$ cat src/rtl/vcdac_pkg.sv
package vcdac_pkg;

    localparam int WORD_W   = 16;
    localparam int BYTE_W   = 8;
    localparam int CODE_W   = 10;
    localparam int CODE_LSB = 4;
    localparam int PD_BIT   = 15;
    localparam int IDX_W    = $clog2(WORD_W);
    localparam int CNT_W    = $clog2(BYTE_W);

    typedef enum logic [2:0] {
        ST_IDLE,
        ST_ADDR,
        ST_ADDR_ACK,
        ST_WR_BYTE,
        ST_WR_ACK,
        ST_RD_BYTE,
        ST_RD_ACK,
        ST_WAIT
    } tgt_state_e;

    typedef struct packed {
        logic scl;
        logic sda;
        logic scl_rise;
        logic scl_fall;
        logic start;
        logic stop;
    } bus_ev_t;

    typedef struct packed {
        logic              pd;
        logic [CODE_W-1:0] code;
    } dac_out_t;

    function automatic logic addr_hit(input logic [6:0] rx,
                                      input logic [6:0] dev,
                                      input int         dc_bits);
        logic [6:0] mask;
        mask = 7'h7F << dc_bits;
        return (rx & mask) == (dev & mask);
    endfunction

    function automatic dac_out_t unpack_word(input logic [WORD_W-1:0] w);
        dac_out_t o;
        o.pd   = w[PD_BIT];
        o.code = w[CODE_LSB +: CODE_W];
        return o;
    endfunction

endpackage

$ cat src/rtl/vcdac_bus_sync.sv
module vcdac_bus_sync
    import vcdac_pkg::*;
#(
    parameter int STAGES = 2
) (
    input  logic    clk,
    input  logic    rst,
    input  logic    scl_i,
    input  logic    sda_i,
    output bus_ev_t ev
);

    logic [1:0] line_in;
    logic [1:0] line_q;
    logic [1:0] line_prev;

    assign line_in = {scl_i, sda_i};

    for (genvar g = 0; g < 2; g++) begin : g_line
        logic [STAGES-1:0] pipe;
        always_ff @(posedge clk) begin
            if (rst) begin
                pipe         <= '1;
                line_prev[g] <= 1'b1;
            end else begin
                pipe         <= {pipe[STAGES-2:0], line_in[g]};
                line_prev[g] <= pipe[STAGES-1];
            end
        end
        assign line_q[g] = pipe[STAGES-1];
    end

    always_comb begin
        ev.scl      = line_q[1];
        ev.sda      = line_q[0];
        ev.scl_rise = line_q[1] & ~line_prev[1];
        ev.scl_fall = ~line_q[1] & line_prev[1];
        ev.start    = line_q[1] & line_prev[1] & line_prev[0] & ~line_q[0];
        ev.stop     = line_q[1] & line_prev[1] & ~line_prev[0] & line_q[0];
    end

endmodule

$ cat src/rtl/vcdac_byte_fsm.sv
module vcdac_byte_fsm
    import vcdac_pkg::*;
#(
    parameter logic [6:0] DEV_ADDR     = 7'h0C,
    parameter int         ADDR_DC_BITS = 2
) (
    input  logic              clk,
    input  logic              rst,
    input  bus_ev_t           ev,
    input  logic              rd_bit,
    output tgt_state_e        state,
    output logic [BYTE_W-1:0] byte_val,
    output logic              load_hi,
    output logic              commit,
    output logic              rd_clear,
    output logic [IDX_W-1:0]  rd_idx,
    output logic              sda_oe
);

    logic [CNT_W-1:0] cnt;
    logic             full;
    logic             idx;
    logic             rw;
    logic             mack;

    always_ff @(posedge clk) begin
        if (rst) begin
            state    <= ST_IDLE;
            cnt      <= '0;
            full     <= 1'b0;
            idx      <= 1'b0;
            rw       <= 1'b0;
            mack     <= 1'b0;
            byte_val <= '0;
            load_hi  <= 1'b0;
            commit   <= 1'b0;
            rd_clear <= 1'b0;
        end else begin
            load_hi  <= 1'b0;
            commit   <= 1'b0;
            rd_clear <= 1'b0;
            if (ev.start) begin
                state <= ST_ADDR;
                cnt   <= '0;
                full  <= 1'b0;
                idx   <= 1'b0;
            end else if (ev.stop) begin
                state <= ST_IDLE;
                full  <= 1'b0;
            end else begin
                unique case (state)
                    ST_ADDR, ST_WR_BYTE: begin
                        if (ev.scl_rise && !full) begin
                            byte_val <= {byte_val[BYTE_W-2:0], ev.sda};
                            cnt      <= cnt + 1'b1;
                            if (cnt == CNT_W'(BYTE_W - 1)) full <= 1'b1;
                        end else if (ev.scl_fall && full) begin
                            full <= 1'b0;
                            cnt  <= '0;
                            if (state == ST_ADDR) begin
                                if (addr_hit(byte_val[7:1], DEV_ADDR, ADDR_DC_BITS)) begin
                                    rw    <= byte_val[0];
                                    state <= ST_ADDR_ACK;
                                end else begin
                                    state <= ST_WAIT;
                                end
                            end else begin
                                state <= ST_WR_ACK;
                                if (idx) commit  <= 1'b1;
                                else     load_hi <= 1'b1;
                            end
                        end
                    end
                    ST_ADDR_ACK: begin
                        if (ev.scl_fall) begin
                            idx   <= 1'b0;
                            state <= rw ? ST_RD_BYTE : ST_WR_BYTE;
                        end
                    end
                    ST_WR_ACK: begin
                        if (ev.scl_fall) begin
                            if (!idx) begin
                                idx   <= 1'b1;
                                state <= ST_WR_BYTE;
                            end else begin
                                state <= ST_WAIT;
                            end
                        end
                    end
                    ST_RD_BYTE: begin
                        if (ev.scl_fall) begin
                            cnt <= cnt + 1'b1;
                            if (cnt == CNT_W'(BYTE_W - 1)) begin
                                cnt   <= '0;
                                state <= ST_RD_ACK;
                            end
                        end
                    end
                    ST_RD_ACK: begin
                        if (ev.scl_rise) begin
                            mack <= ~ev.sda;
                        end else if (ev.scl_fall) begin
                            if (idx) begin
                                rd_clear <= 1'b1;
                                state    <= ST_WAIT;
                            end else if (mack) begin
                                idx   <= 1'b1;
                                state <= ST_RD_BYTE;
                            end else begin
                                state <= ST_WAIT;
                            end
                        end
                    end
                    default: ;
                endcase
            end
        end
    end

    assign rd_idx = {idx, cnt};

    always_comb begin
        unique case (state)
            ST_ADDR_ACK, ST_WR_ACK: sda_oe = 1'b1;
            ST_RD_BYTE:             sda_oe = ~rd_bit;
            default:                sda_oe = 1'b0;
        endcase
    end

endmodule

$ cat src/rtl/vcdac_word_regs.sv
module vcdac_word_regs
    import vcdac_pkg::*;
(
    input  logic              clk,
    input  logic              rst,
    input  logic [BYTE_W-1:0] byte_val,
    input  logic              load_hi,
    input  logic              commit,
    input  logic              rd_clear,
    input  logic [IDX_W-1:0]  rd_idx,
    output logic              rd_bit,
    output dac_out_t          dac_q
);

    logic [BYTE_W-1:0] hi_hold;
    logic [WORD_W-1:0] in_word;
    logic [WORD_W-1:0] new_word;

    assign new_word = {hi_hold, byte_val};

    always_ff @(posedge clk) begin
        if (rst) begin
            hi_hold <= '0;
            in_word <= '0;
            dac_q   <= '0;
        end else begin
            if (load_hi) hi_hold <= byte_val;
            if (commit) begin
                in_word <= new_word;
                dac_q   <= unpack_word(new_word);
            end else if (rd_clear) begin
                in_word <= '0;
            end
        end
    end

    assign rd_bit = in_word[IDX_W'(WORD_W - 1) - rd_idx];

endmodule

$ cat src/rtl/vcdac_i2c_target.sv
module vcdac_i2c_target
    import vcdac_pkg::*;
#(
    parameter logic [6:0] DEV_ADDR     = 7'h0C,
    parameter int         ADDR_DC_BITS = 2,
    parameter int         SYNC_STAGES  = 2
) (
    input  logic              clk,
    input  logic              rst,
    input  logic              scl_i,
    input  logic              sda_i,
    output logic              sda_oe,
    output logic [CODE_W-1:0] dac_code,
    output logic              pwr_down
);

    bus_ev_t           ev;
    tgt_state_e        state;
    logic [BYTE_W-1:0] byte_val;
    logic              load_hi;
    logic              commit;
    logic              rd_clear;
    logic [IDX_W-1:0]  rd_idx;
    logic              rd_bit;
    dac_out_t          dac_q;

    vcdac_bus_sync #(.STAGES(SYNC_STAGES)) u_sync (
        .clk   (clk),
        .rst   (rst),
        .scl_i (scl_i),
        .sda_i (sda_i),
        .ev    (ev)
    );

    vcdac_byte_fsm #(.DEV_ADDR(DEV_ADDR), .ADDR_DC_BITS(ADDR_DC_BITS)) u_fsm (
        .clk      (clk),
        .rst      (rst),
        .ev       (ev),
        .rd_bit   (rd_bit),
        .state    (state),
        .byte_val (byte_val),
        .load_hi  (load_hi),
        .commit   (commit),
        .rd_clear (rd_clear),
        .rd_idx   (rd_idx),
        .sda_oe   (sda_oe)
    );

    vcdac_word_regs u_regs (
        .clk      (clk),
        .rst      (rst),
        .byte_val (byte_val),
        .load_hi  (load_hi),
        .commit   (commit),
        .rd_clear (rd_clear),
        .rd_idx   (rd_idx),
        .rd_bit   (rd_bit),
        .dac_q    (dac_q)
    );

    assign dac_code = dac_q.code;
    assign pwr_down = dac_q.pd;

endmodule

$ cat config.mk
export PLATFORM = sky130hd
export DESIGN_NAME = vcdac_i2c_target
export DESIGN_NICKNAME = d
export VERILOG_FILES = /design/src/rtl/vcdac_pkg.sv /design/src/rtl/vcdac_bus_sync.sv /design/src/rtl/vcdac_byte_fsm.sv /design/src/rtl/vcdac_word_regs.sv /design/src/rtl/vcdac_i2c_target.sv
export SDC_FILE = /design/constraint.sdc
export NUM_CORES = 1
export LEC_CHECK = 0
export BUFFER_PORTS_ARGS = -buffer_cell sky130_fd_sc_hd__buf_4
export CORE_MARGIN = 8
export CORE_UTILIZATION = 40
export DETAILED_ROUTE_END_ITERATION = 10
export SETUP_SLACK_MARGIN = 0.15
export SYNTH_ARGS = -nofsm -noshare
export SYNTH_HDL_FRONTEND = slang
export SYNTH_SLANG_ARGS = --single-unit
$ cat constraint.sdc
create_clock -name clk -period 1.7 [get_ports clk]
set_input_delay 0.255 -clock clk [delete_from_list [all_inputs] [get_ports clk]]
set_output_delay 0.255 -clock clk [all_outputs]
set_load 0.03 [all_outputs]
==> impl_metrics.csv, run 1 <==
group,metric,value,unit
global_routing,grt_start_max_net_pins,38,
logic_synthesis,number_of_synthesized_flops_with_an_enable_pin,0,
detailed_routing,drtIter0Drc,153,
sta,final_tns_setup,-546,ps
finish,area_growth,25.8,%
clock_tree,cts_max_path_buffers,2,
logic_synthesis,ys_seq_elements,62,
logic_synthesis,yosysTopAreaCell,"sky130_fd_sc_hd__dfxtp_1",
finish,layout-drive-gt1-share,31.9,%
floorplan,coreArea,0.00635,mm^2
sta,worst_slack,-260,ps
logic_synthesis,post-synth-top-area-fraction,47.5,%
logic_synthesis,synthFlopType,"sky130_fd_sc_hd__dfxtp_1",
placed_design,place.gp.congestion,0.838,
job,cap_viol_max_count,0,
placed_design,placedCellCount,385,
detailed_routing,viasPerCell,5.16,
logic_synthesis,postSynthAreaPerCell,8.92,um^2
clock_tree,ctsRootBufferMaster,"sky130_fd_sc_hd__clkbuf_8",
floorplan,count_of_pins_on_the_block_boundary,16,
sta,timing_worst_slew_pin_value,526,ps
detailed_routing,antenna_left,0,
placed_design,io_buffers,15,
global_routing,global_route.usage.total,13.4,%
detailed_routing,initial_drt_pass_iterations,6,
logic_synthesis,gate_count_post_synth,293,
detailed_routing,routed_wire_length_per_instance,15.0,um
sta,rsz_0062_raised_after_global_routing,"yes",
floorplan,die_w,96.8,um
sta,finalSetupViolations,5,
global_routing,globalRouteOverflowTotal,0,
clock_tree,path_clk_slew,70,ps
clock_tree,clock_latency,340,ps
global_routing,antenna_found_initial,0,
logic_synthesis,portion_of_the_post_synthesis_area_used_by_sequential_elements,47.5,%
finish,diodes,0,
clock_tree,clock_sinks,62,
worst_setup_path,reg2reg_depth,8,
placed_design,hpwl,4.06,mm
sta,period_minus_slack,1960,ps
global_routing,grt_pass1_wl,10.3,mm
power_and_ir_drop,ir_drop,573,uV
worst_setup_path,timing.critical_path.arrival,1710,ps
logic_synthesis,mappedNetlistArea,0.00261,mm^2
clock_tree,cts-htree-levels,3,
logic_synthesis,synth-warning-count,0,
clock_tree,cts_tree,"done",
floorplan,die_h,96.8,um
clock_tree,postCtsHoldBufs,0,
sta,final_min_period_over_clock_period,115,%
finish,final_net_count,330,
hold_path,hold_depth,2,
detailed_routing,num_vias,2093,
run_status,run_status,"finished with violations",
sta,fmax,0.510,GHz
worst_setup_path,critPathCaptureType,"primary output",
power_and_ir_drop,pwr_density_cell,895,mW/mm^2
detailed_routing,total_length_of_routed_wires,6.08,mm
logic_synthesis,async_reset_ff_share,0,%
sta,maxSlewViolCount,0,
floorplan,floorplan.initialDensity,41.2,%
worst_setup_path,cp_required,1440,ps
hold_path,min-delay-path-class,"in2reg",
worst_setup_path,timing.setup.critical_path_class,"reg2out",
global_routing,grt_pass1_vias,2054,
logic_synthesis,synthDistinctLibCells,44,
floorplan,rows,29,
worst_setup_path,worst-path-max-fanout,4,
floorplan,floorplan.die_area,0.00938,mm^2
run_status,violations,"negative setup slack",
worst_setup_path,setup.worst_path.start_class,"register",
sta,slew_headroom,64.9,%
clock_tree,cts_inserted_buffers,9,
logic_synthesis,net_count_synth,299,
power_and_ir_drop,power.static_leakage,1.23,nW
finish,layoutNonFillerInstCount,406,
sta,finalHoldViolCount,0,
logic_synthesis,synth.top_cells.by_area,"sky130_fd_sc_hd__dfxtp_1 (47%), sky130_fd_sc_hd__nand2_1 (7.0%), sky130_fd_sc_hd__a21oi_1 (6.9%), sky130_fd_sc_hd__nand2b_1 (4.3%), sky130_fd_sc_hd__mux2i_1 (4.2%)",
detailed_routing,drt_drc_violations_left,0,
sta,clock-skew-final,9.31,ps
power breakdown:
group / switching (mW) / internal (mW) / total [mW]
clock network: 0.575 / 0.823 / 1.40
logic: 0.0485 / 0.0287 / 0.0772
registers: 0.00898 / 1.46 / 1.47
critical path: stages, from the launching register on:
cell and delay [ps]:
sky130_fd_sc_hd__dfxtp_2 330, sky130_fd_sc_hd__buf_6 110, sky130_fd_sc_hd__mux4_2 490, sky130_fd_sc_hd__nand3b_1 100, sky130_fd_sc_hd__nand4_1 110, sky130_fd_sc_hd__o21ai_2 80, sky130_fd_sc_hd__buf_6 140
metal layers:
metal  vias up  part of all wire (%)  global-route usage [%]  wire, um
met5         -                     0                       0         0
met4         0                   1.1                    6.27        69
met3         5                   4.5                    4.48       274
met2        42                    46                    20.5      2790
met1       982                    48                    16.6      2940
li1       1064                     -                       -         -
cell usage in the layout (no fill, tap or decap), types with 2 or more instances in the layout:
cell	count
sky130_fd_sc_hd__nor2_1	24
sky130_fd_sc_hd__bufinv_16	2
sky130_fd_sc_hd__dfxtp_1	57
sky130_fd_sc_hd__nand2b_1	17
sky130_fd_sc_hd__nand3b_1	4
sky130_fd_sc_hd__nor2b_1	2
sky130_fd_sc_hd__nor2_2	2
sky130_fd_sc_hd__nand2_4	7
sky130_fd_sc_hd__nand2_1	41
sky130_fd_sc_hd__o21ai_0	2
sky130_fd_sc_hd__mux4_2	3
sky130_fd_sc_hd__nor4b_1	2
sky130_fd_sc_hd__o21ai_2	2
sky130_fd_sc_hd__ha_4	2
sky130_fd_sc_hd__nand4b_1	2
sky130_fd_sc_hd__a21oi_2	12
sky130_fd_sc_hd__inv_1	3
sky130_fd_sc_hd__clkinv_2	2
sky130_fd_sc_hd__dfxtp_2	4
sky130_fd_sc_hd__or3b_4	2
sky130_fd_sc_hd__nor3_1	5
sky130_fd_sc_hd__buf_4	34
sky130_fd_sc_hd__a21oi_1	33
sky130_fd_sc_hd__mux2i_1	10
sky130_fd_sc_hd__nor3b_1	5
sky130_fd_sc_hd__or2_2	6
sky130_fd_sc_hd__clkbuf_8	9
sky130_fd_sc_hd__buf_6	4
cells in the mapped netlist, drive strengths merged (2+ instances only):
cell	n
dfxtp	62
nand2	49
a21oi	45
nor2	26
nand2b	18
clkbuf	15
mux2i	11
nor3	6
or2	6
nor3b	5
o21ai	5
buf	4
nand3b	4
inv	3
mux4	3
or3b	3
ha	2
nand4b	2
nor2b	2
nor4	2
nor4b	2
final cells by class:
class	instances	area, um^2
timing repair buffer	38	300
inverter	4	27.5
tap	77	96.3
sequential	62	1250
multi-input combinational	208	1390
clock inverter	6	86.3
timing repair inverter	1	8.76
fill	575	3060
clock buffer	10	128
logic make-up after synthesis:
family	synth area share (%)
buffers and inverters	4.36
DFF	47.5
muxes	7.37
and+or+nand+nor	24.8
xor gates and xnor gates	0.670
adders and majority gates	0.957
AOI/OAI and AO/OA	14.4
registers in the layout (all words and copies together) (netlist names):
name                count
u_regs.hi_hold          8
u_sync.line_prev        2
u_fsm.cnt               3
u_regs.dac_q           11
u_fsm.state             3
u_fsm.rd_clear          1
u_fsm.mack              1
u_fsm.load_hi           1
u_fsm.rw                1
u_fsm.commit            1
u_fsm.idx               1
u_sync.g_line.pipe      4
u_fsm.byte_val          8
u_regs.in_word         16
u_fsm.full              1
per-stage QoR:
step	setup slack [ps]	util (%)	area, um^2	total power [mW]	hold slack, ps
global route	-342	51.8	3290	3.05	81.4
floorplan	95.4	-	2650	1.55	359
finish	-260	51.8	3290	2.94	101
CTS	-302	50.3	3190	2.98	86.4
detailed placement	-27.3	45.9	2920	1.58	399
global placement	-36.6	45.9	2920	1.58	394
final timing paths:
path	from	end	slack (ps)
setup / recovery	u_fsm.cnt[1]	sda_oe	-260
hold / removal	scl_i	u_sync.g_line[1].pipe[0]	100
setup reg to reg	u_fsm.cnt[1]	u_fsm.cnt[1]	-130
hold reg to reg	u_sync.g_line[0].pipe[0]	u_sync.g_line[0].pipe[1]	410
repair_timing:
action                                  4_1_cts  5_1_grt
gates cloned                                  0        1
resized for setup                            15       15
endpoints found under the setup margin       14       18
pin swaps                                     7        6
buffers inserted                              2        2
(Power assumes the default switching activity.)
==> inputs of run 2 (changes only) <==
--- a/config.mk
+++ b/config.mk
@@ -5,7 +5,7 @@
 export SDC_FILE = /design/constraint.sdc
 export NUM_CORES = 1
 export LEC_CHECK = 0
-export BUFFER_PORTS_ARGS = -buffer_cell sky130_fd_sc_hd__buf_4
+export BUFFER_PORTS_ARGS = -buffer_cell sky130_fd_sc_hd__clkbuf_2
 export CORE_MARGIN = 8
 export CORE_UTILIZATION = 40
 export DETAILED_ROUTE_END_ITERATION = 10
==> impl_metrics.csv, run 2 (synthesis gave the netlist of run 1 again) <==
group,metric,value,unit
detailed_routing,drt_drc_violations_left,0,
finish,largest_registers_ranked_by_flip_flop_count,"u_regs.in_word (16), u_regs.dac_q (11)",
worst_setup_path,critical_path.n_buffers_inverters,1,
hold_path,hold_depth,2,
sta,maxSlewViolCount,0,
run_status,run_status,"finished with violations",
finish,largest_register_by_flop_count,"u_regs.in_word",
worst_setup_path,list_of_cells_traversed_by_the_critical_path,"mux4_2 > nand3b_1 > nand4_1 > o21ai_2 > clkbuf_8",
sta,finalSetupViolations,2,
detailed_routing,viasPerCell,5.12,
power_and_ir_drop,power.static_leakage,1.13,nW
finish,diodes,0,
finish,area_growth,23.0,%
placed_design,place_area,0.00289,mm^2
job,cap_viol_max_count,0,
worst_setup_path,slowest_stage,"sky130_fd_sc_hd__mux4_2",
placed_design,place.gp.congestion,0.841,
sta,clock-skew-final,12.7,ps
worst_setup_path,cp_required,1440,ps
worst_setup_path,timing.critical_path.arrival,1680,ps
floorplan,die_w,96.8,um
power_and_ir_drop,pwr_density_cell,900,mW/mm^2
global_routing,antenna_found_initial,0,
finish,multiInputGateArea,0.00136,mm^2
clock_tree,cts-htree-levels,3,
detailed_routing,drtIter0Drc,131,
finish,seqCellArea,0.00125,mm^2
sta,fmax,0.518,GHz
global_routing,globalRouteOverflowTotal,0,
finish,largest_reg_flops,16,
worst_setup_path,reg2reg_depth,6,
power_and_ir_drop,ir_drop,508,uV
detailed_routing,uppermost_layer_routed,"met4",
global_routing,global_route.usage.total,13.5,%
floorplan,floorplan.initialDensity,41.2,%
worst_setup_path,reg2reg_from,"u_fsm.cnt[1]",
sta,period_minus_slack,1930,ps
finish,final_layout_fill_cell_count,566,
worst_setup_path,r2r_setup_slack,-20,ps
sta,final_min_period_over_clock_period,114,%
floorplan,die_h,96.8,um
detailed_routing,initial_drt_pass_iterations,4,
hold_path,worstHoldStart,"scl_i",
worst_setup_path,timing.setup.critical_path_class,"reg2out",
worst_setup_path,critPathCaptureType,"primary output",
clock_tree,ctsRootBufferMaster,"sky130_fd_sc_hd__clkbuf_8",
sta,timing_worst_slew_pin_value,825,ps
worst_setup_path,setup.worst_path.start_class,"register",
placed_design,io_buffers,15,
detailed_routing,total_length_of_routed_wires,6.09,mm
placed_design,placedCellCount,385,
global_routing,grt_pass1_vias,1988,
detailed_routing,num_vias,2078,
worst_setup_path,worst-path-max-fanout,5,
sta,worst_slack,-230,ps
floorplan,count_of_pins_on_the_block_boundary,16,
clock_tree,cts_inserted_buffers,9,
finish,layoutNonFillerInstCount,406,
finish,layout-drive-gt1-share,31.9,%
finish,final_cell_mix,"sky130_fd_sc_hd__dfxtp_1 (57), sky130_fd_sc_hd__nand2_1 (41), sky130_fd_sc_hd__a21oi_1 (34)",
clock_tree,cts_tree,"done",
hold_path,min-delay-path-class,"in2reg",
detailed_routing,antenna_left,0,
clock_tree,clock_latency,340,ps
sta,rsz_0062_raised_after_global_routing,"yes",
clock_tree,path_clk_slew,70,ps
worst_setup_path,reg2reg_to,"u_fsm.cnt[1]",
worst_setup_path,cp_top_family,"multiplexers",
hold_path,hold_path_end,"u_sync.g_line[1].pipe[0]",
clock_tree,cts_max_path_buffers,2,
placed_design,hpwl,4.00,mm
clock_tree,postCtsHoldBufs,0,
detailed_routing,detail_route.wirelength.met1,3.04,mm
detailed_routing,routed_wire_length_per_instance,15.0,um
sta,slew_headroom,44.8,%
detailed_routing,met3_layer_wire_length_in_the_routed_design,265,um
worst_setup_path,cp-startpoint,"u_fsm.cnt[1]",
floorplan,floorplan.die_area,0.00938,mm^2
floorplan,rows,29,
global_routing,grt_start_max_net_pins,47,
sta,finalHoldViolCount,0,
worst_setup_path,max_stage_delay,500,ps
floorplan,coreArea,0.00635,mm^2
finish,layout_commonest_cell,"sky130_fd_sc_hd__dfxtp_1",
detailed_routing,met2RoutedLength,2.67,mm
finish,final_net_count,330,
clock_tree,clock_sinks,62,
worst_setup_path,cp_num_cells,5,
finish,final_design_area_no_fill,0.00322,mm^2
run_status,violations,"negative setup slack",
global_routing,grt_pass1_wl,10.3,mm
==> run 2: cell count changes in the layout (fill, tap and decap cells not counted), sizes merged <==
| cell | previous run | this run |
|---|---|---|
| clkinvlp | 1 | 3 |
| buf | 38 | 24 |
| clkbuf | 10 | 25 |
| clkinv | 4 | 2 |
| bufinv | 2 | 1 |
==> run 2: final cells by class <==
| cell class | instances | area share (%) |
|---|---|---|
| clock buffers | 10 | 4.28 |
| clock inverters | 6 | 2.18 |
| inverters | 4 | 0.856 |
| multi-input cells | 208 | 42.1 |
| flip-flops and latches | 62 | 38.9 |
| well taps | 77 | 3.00 |
| repair buffers | 39 | 8.60 |
==> run 2: worst max path at each step <==
stage	endpoint	slack, ps
global route	sda_oe	-330
CTS	sda_oe	-260
floorplan	u_fsm.cnt[1]	100
finish	sda_oe	-230
global placement	sda_oe	-50
detailed placement	sda_oe	-90
==> run 2: through the flow <==
step | setup WS, ps | util [%] | power [mW] | TNS, ps | hold WS, ps
6_report | -230 | 50.6 | 2.89 | -255 | 97.3
4_1_cts | -264 | 49.8 | 2.92 | -264 | 82.9
3_3_place_gp | -53.3 | 45.5 | 1.58 | -89.7 | 392
3_5_place_dp | -93.2 | 45.5 | 1.58 | -170 | 399
2_1_floorplan | 95.4 | - | 1.55 | 0 | 359
5_1_grt | -329 | 50.6 | 3.00 | -527 | 86.1
==> run 2: repair_timing <==
action                     in CTS  in global routing
gates cloned                    0                  0
pin swaps                       8                  3
setup buffers                   2                  3
gates resized for setup        13                  9
setup endpoints to repair      16                 17
==> run 2: worst register-to-register path, cell delays in order (launching register included) <==
cell,delay (ps)
sky130_fd_sc_hd__dfxtp_4,370
sky130_fd_sc_hd__buf_4,140
sky130_fd_sc_hd__ha_2,160
sky130_fd_sc_hd__ha_2,180
sky130_fd_sc_hd__mux2_4,270
sky130_fd_sc_hd__or3b_4,400
sky130_fd_sc_hd__a21oi_2,130
==> run 2: layer usage <==
layer	track usage, %	vias to the layer above
li1	-	1063
met1	16.9	965
met2	20.6	40
met3	4.34	10
met4	6.04	0
met5	0	-
==> run 2: report_power, final <==
part           leakage (nW)  switching, mW  internal (mW)
clock                0.0951          0.625          0.724
combinational         0.532         0.0500         0.0320
sequential            0.503        0.00818           1.46
==> inputs of run 3 (changes only) <==
--- a/config.mk
+++ b/config.mk
@@ -9,6 +9,7 @@
 export CORE_MARGIN = 8
 export CORE_UTILIZATION = 40
 export DETAILED_ROUTE_END_ITERATION = 10
+export MAX_ROUTING_LAYER = met4
 export SETUP_SLACK_MARGIN = 0.15
 export SYNTH_ARGS = -nofsm -noshare
 export SYNTH_HDL_FRONTEND = slang
==> impl_metrics.csv, run 3 (synthesis gave the netlist of run 1 again) <==
group,metric,value,unit
run_status,run_status,"finished with violations",
run_status,violations,"negative setup slack",
finish,final_design_area_no_fill,0.00322,mm^2
finish,final_cell_mix,"sky130_fd_sc_hd__dfxtp_1 (57), sky130_fd_sc_hd__nand2_1 (41), sky130_fd_sc_hd__a21oi_1 (34)",
floorplan,floorplan.die_area,0.00938,mm^2
finish,final_layout_fill_cell_count,566,
power_and_ir_drop,ir_drop,503,uV
floorplan,rows,29,
finish,largest_register_by_flop_count,"u_regs.in_word",
floorplan,die_w,96.8,um
sta,final_min_period_over_clock_period,114,%
sta,worst_slack,-230,ps
detailed_routing,drt_drc_violations_left,0,
power_and_ir_drop,pwr_density_cell,899,mW/mm^2
worst_setup_path,cp_required,1440,ps
sta,timing_worst_slew_pin_value,821,ps
finish,area_growth,23.0,%
floorplan,die_h,96.8,um
global_routing,grt_start_max_net_pins,47,
hold_path,min-delay-path-class,"in2reg",
global_routing,global_route.usage.total,13.9,%
finish,largest_reg_flops,16,
finish,layout_commonest_cell,"sky130_fd_sc_hd__dfxtp_1",
worst_setup_path,reg2reg_depth,6,
clock_tree,ctsRootBufferMaster,"sky130_fd_sc_hd__clkbuf_8",
placed_design,dpl_worst_slack,-93.2,ps
power_and_ir_drop,power.static_leakage,1.13,nW
clock_tree,cts-htree-levels,3,
floorplan,floorplan.initialDensity,41.2,%
clock_tree,clock_sinks,62,
finish,final_net_count,330,
clock_tree,cts_max_path_buffers,2,
placed_design,io_buffers,15,
detailed_routing,drtIter0Drc,132,
worst_setup_path,critPathCaptureType,"primary output",
floorplan,coreArea,0.00635,mm^2
detailed_routing,antenna_left,0,
placed_design,place.gp.congestion,0.854,
worst_setup_path,timing.critical_path.arrival,1670,ps
placed_design,place_area,0.00289,mm^2
finish,layout-drive-gt1-share,31.9,%
global_routing,grt_pass1_wl,10.3,mm
finish,diodes,0,
detailed_routing,routed_wire_length_per_instance,15.0,um
worst_setup_path,timing.setup.critical_path_class,"reg2out",
detailed_routing,initial_drt_pass_iterations,4,
sta,finalSetupViolations,2,
placed_design,hpwl,4.00,mm
detailed_routing,total_length_of_routed_wires,6.07,mm
detailed_routing,num_vias,2074,
job,cap_viol_max_count,0,
sta,period_minus_slack,1930,ps
power_and_ir_drop,post-layout-total-power,2.89,mW
sta,finalHoldViolCount,0,
clock_tree,cts_tree,"done",
global_routing,grt_pass1_vias,1998,
sta,clock-skew-final,10.6,ps
worst_setup_path,max_stage_delay,500,ps
clock_tree,path_clk_slew,70,ps
clock_tree,cts_inserted_buffers,9,
global_routing,globalRouteOverflowTotal,0,
worst_setup_path,slowest_stage,"sky130_fd_sc_hd__mux4_2",
hold_path,hold_depth,2,
finish,largest_registers_ranked_by_flip_flop_count,"u_regs.in_word (16), u_regs.dac_q (11)",
detailed_routing,viasPerCell,5.11,
finish,multiInputGateArea,0.00136,mm^2
sta,maxSlewViolCount,0,
sta,slew_headroom,45.1,%
sta,finalHoldWorstSlack,99.0,ps
clock_tree,clock_latency,340,ps
finish,seqCellArea,0.00125,mm^2
sta,fmax,0.518,GHz
global_routing,antenna_found_initial,0,
worst_setup_path,setup.worst_path.start_class,"register",
worst_setup_path,worst-path-max-fanout,5,
sta,rsz_0062_raised_after_global_routing,"yes",
worst_setup_path,list_of_cells_traversed_by_the_critical_path,"mux4_2 > nand3b_1 > nand4_1 > o21ai_2 > clkbuf_8",
floorplan,count_of_pins_on_the_block_boundary,16,
## run 3: cell counts in the layout (fill, tap and decap cells not counted)
No cell type changed its count.
## run 3: cell type report
class,count,area share [%]
well taps,77,3.00
flip-flops and latches,62,38.9
clock inverters,6,2.18
multi-input cells,208,42.1
repair buffers,39,8.60
inverters,4,0.856
clock buffers,10,4.28
## run 3: where the power goes
group          internal [mW]  total (mW)  leakage, nW  switching (mW)
Combinational         0.0320      0.0823        0.532          0.0504
Clock                  0.724        1.34       0.0951           0.621
Sequential              1.46        1.46        0.503         0.00815
## run 3: timing repair
action                     4_1_cts  5_1_grt
setup buffers                    2        3
resized for setup               13        9
pin swaps                        8        3
setup endpoints to repair       16       17
hold buffers                     0        0
## run 3: critical path, delay by kind of cell (launching register included)
| kind | cells | cell delay (ps) |
|---|---|---|
| muxes | 1 | 500 |
| DFF | 1 | 390 |
| and+or+nand+nor | 2 | 210 |
| buffers and inverters | 1 | 170 |
| AOI/OAI and AO/OA | 1 | 80 |
## run 3: worst paths after layout
kind,from,to,slack (ps)
worst max-delay path,u_fsm.cnt[1],sda_oe,-230
worst min-delay path,scl_i,u_sync.g_line[1].pipe[0],100
worst max register to register,u_fsm.cnt[1],u_fsm.cnt[1],-30
worst min register to register,u_sync.g_line[0].pipe[0],u_sync.g_line[0].pipe[1],410
## run 3: metrics by stage
step           setup TNS [ps]  util (%)  cells
6_report                 -256      50.6    406
3_3_place_gp            -89.7      45.5    385
2_1_floorplan               0         -    293
4_1_cts                  -264      49.8    403
3_5_place_dp             -170      45.5    385
5_1_grt                  -530      50.6    406
## run 3: metal layers
metal	vias up	track usage (%)	share of wire, %
met5	-	-	0
met4	0	6.04	1.2
met3	6	4.34	4.6
met2	41	20.6	45
met1	965	16.8	49
li1	1062	-	-
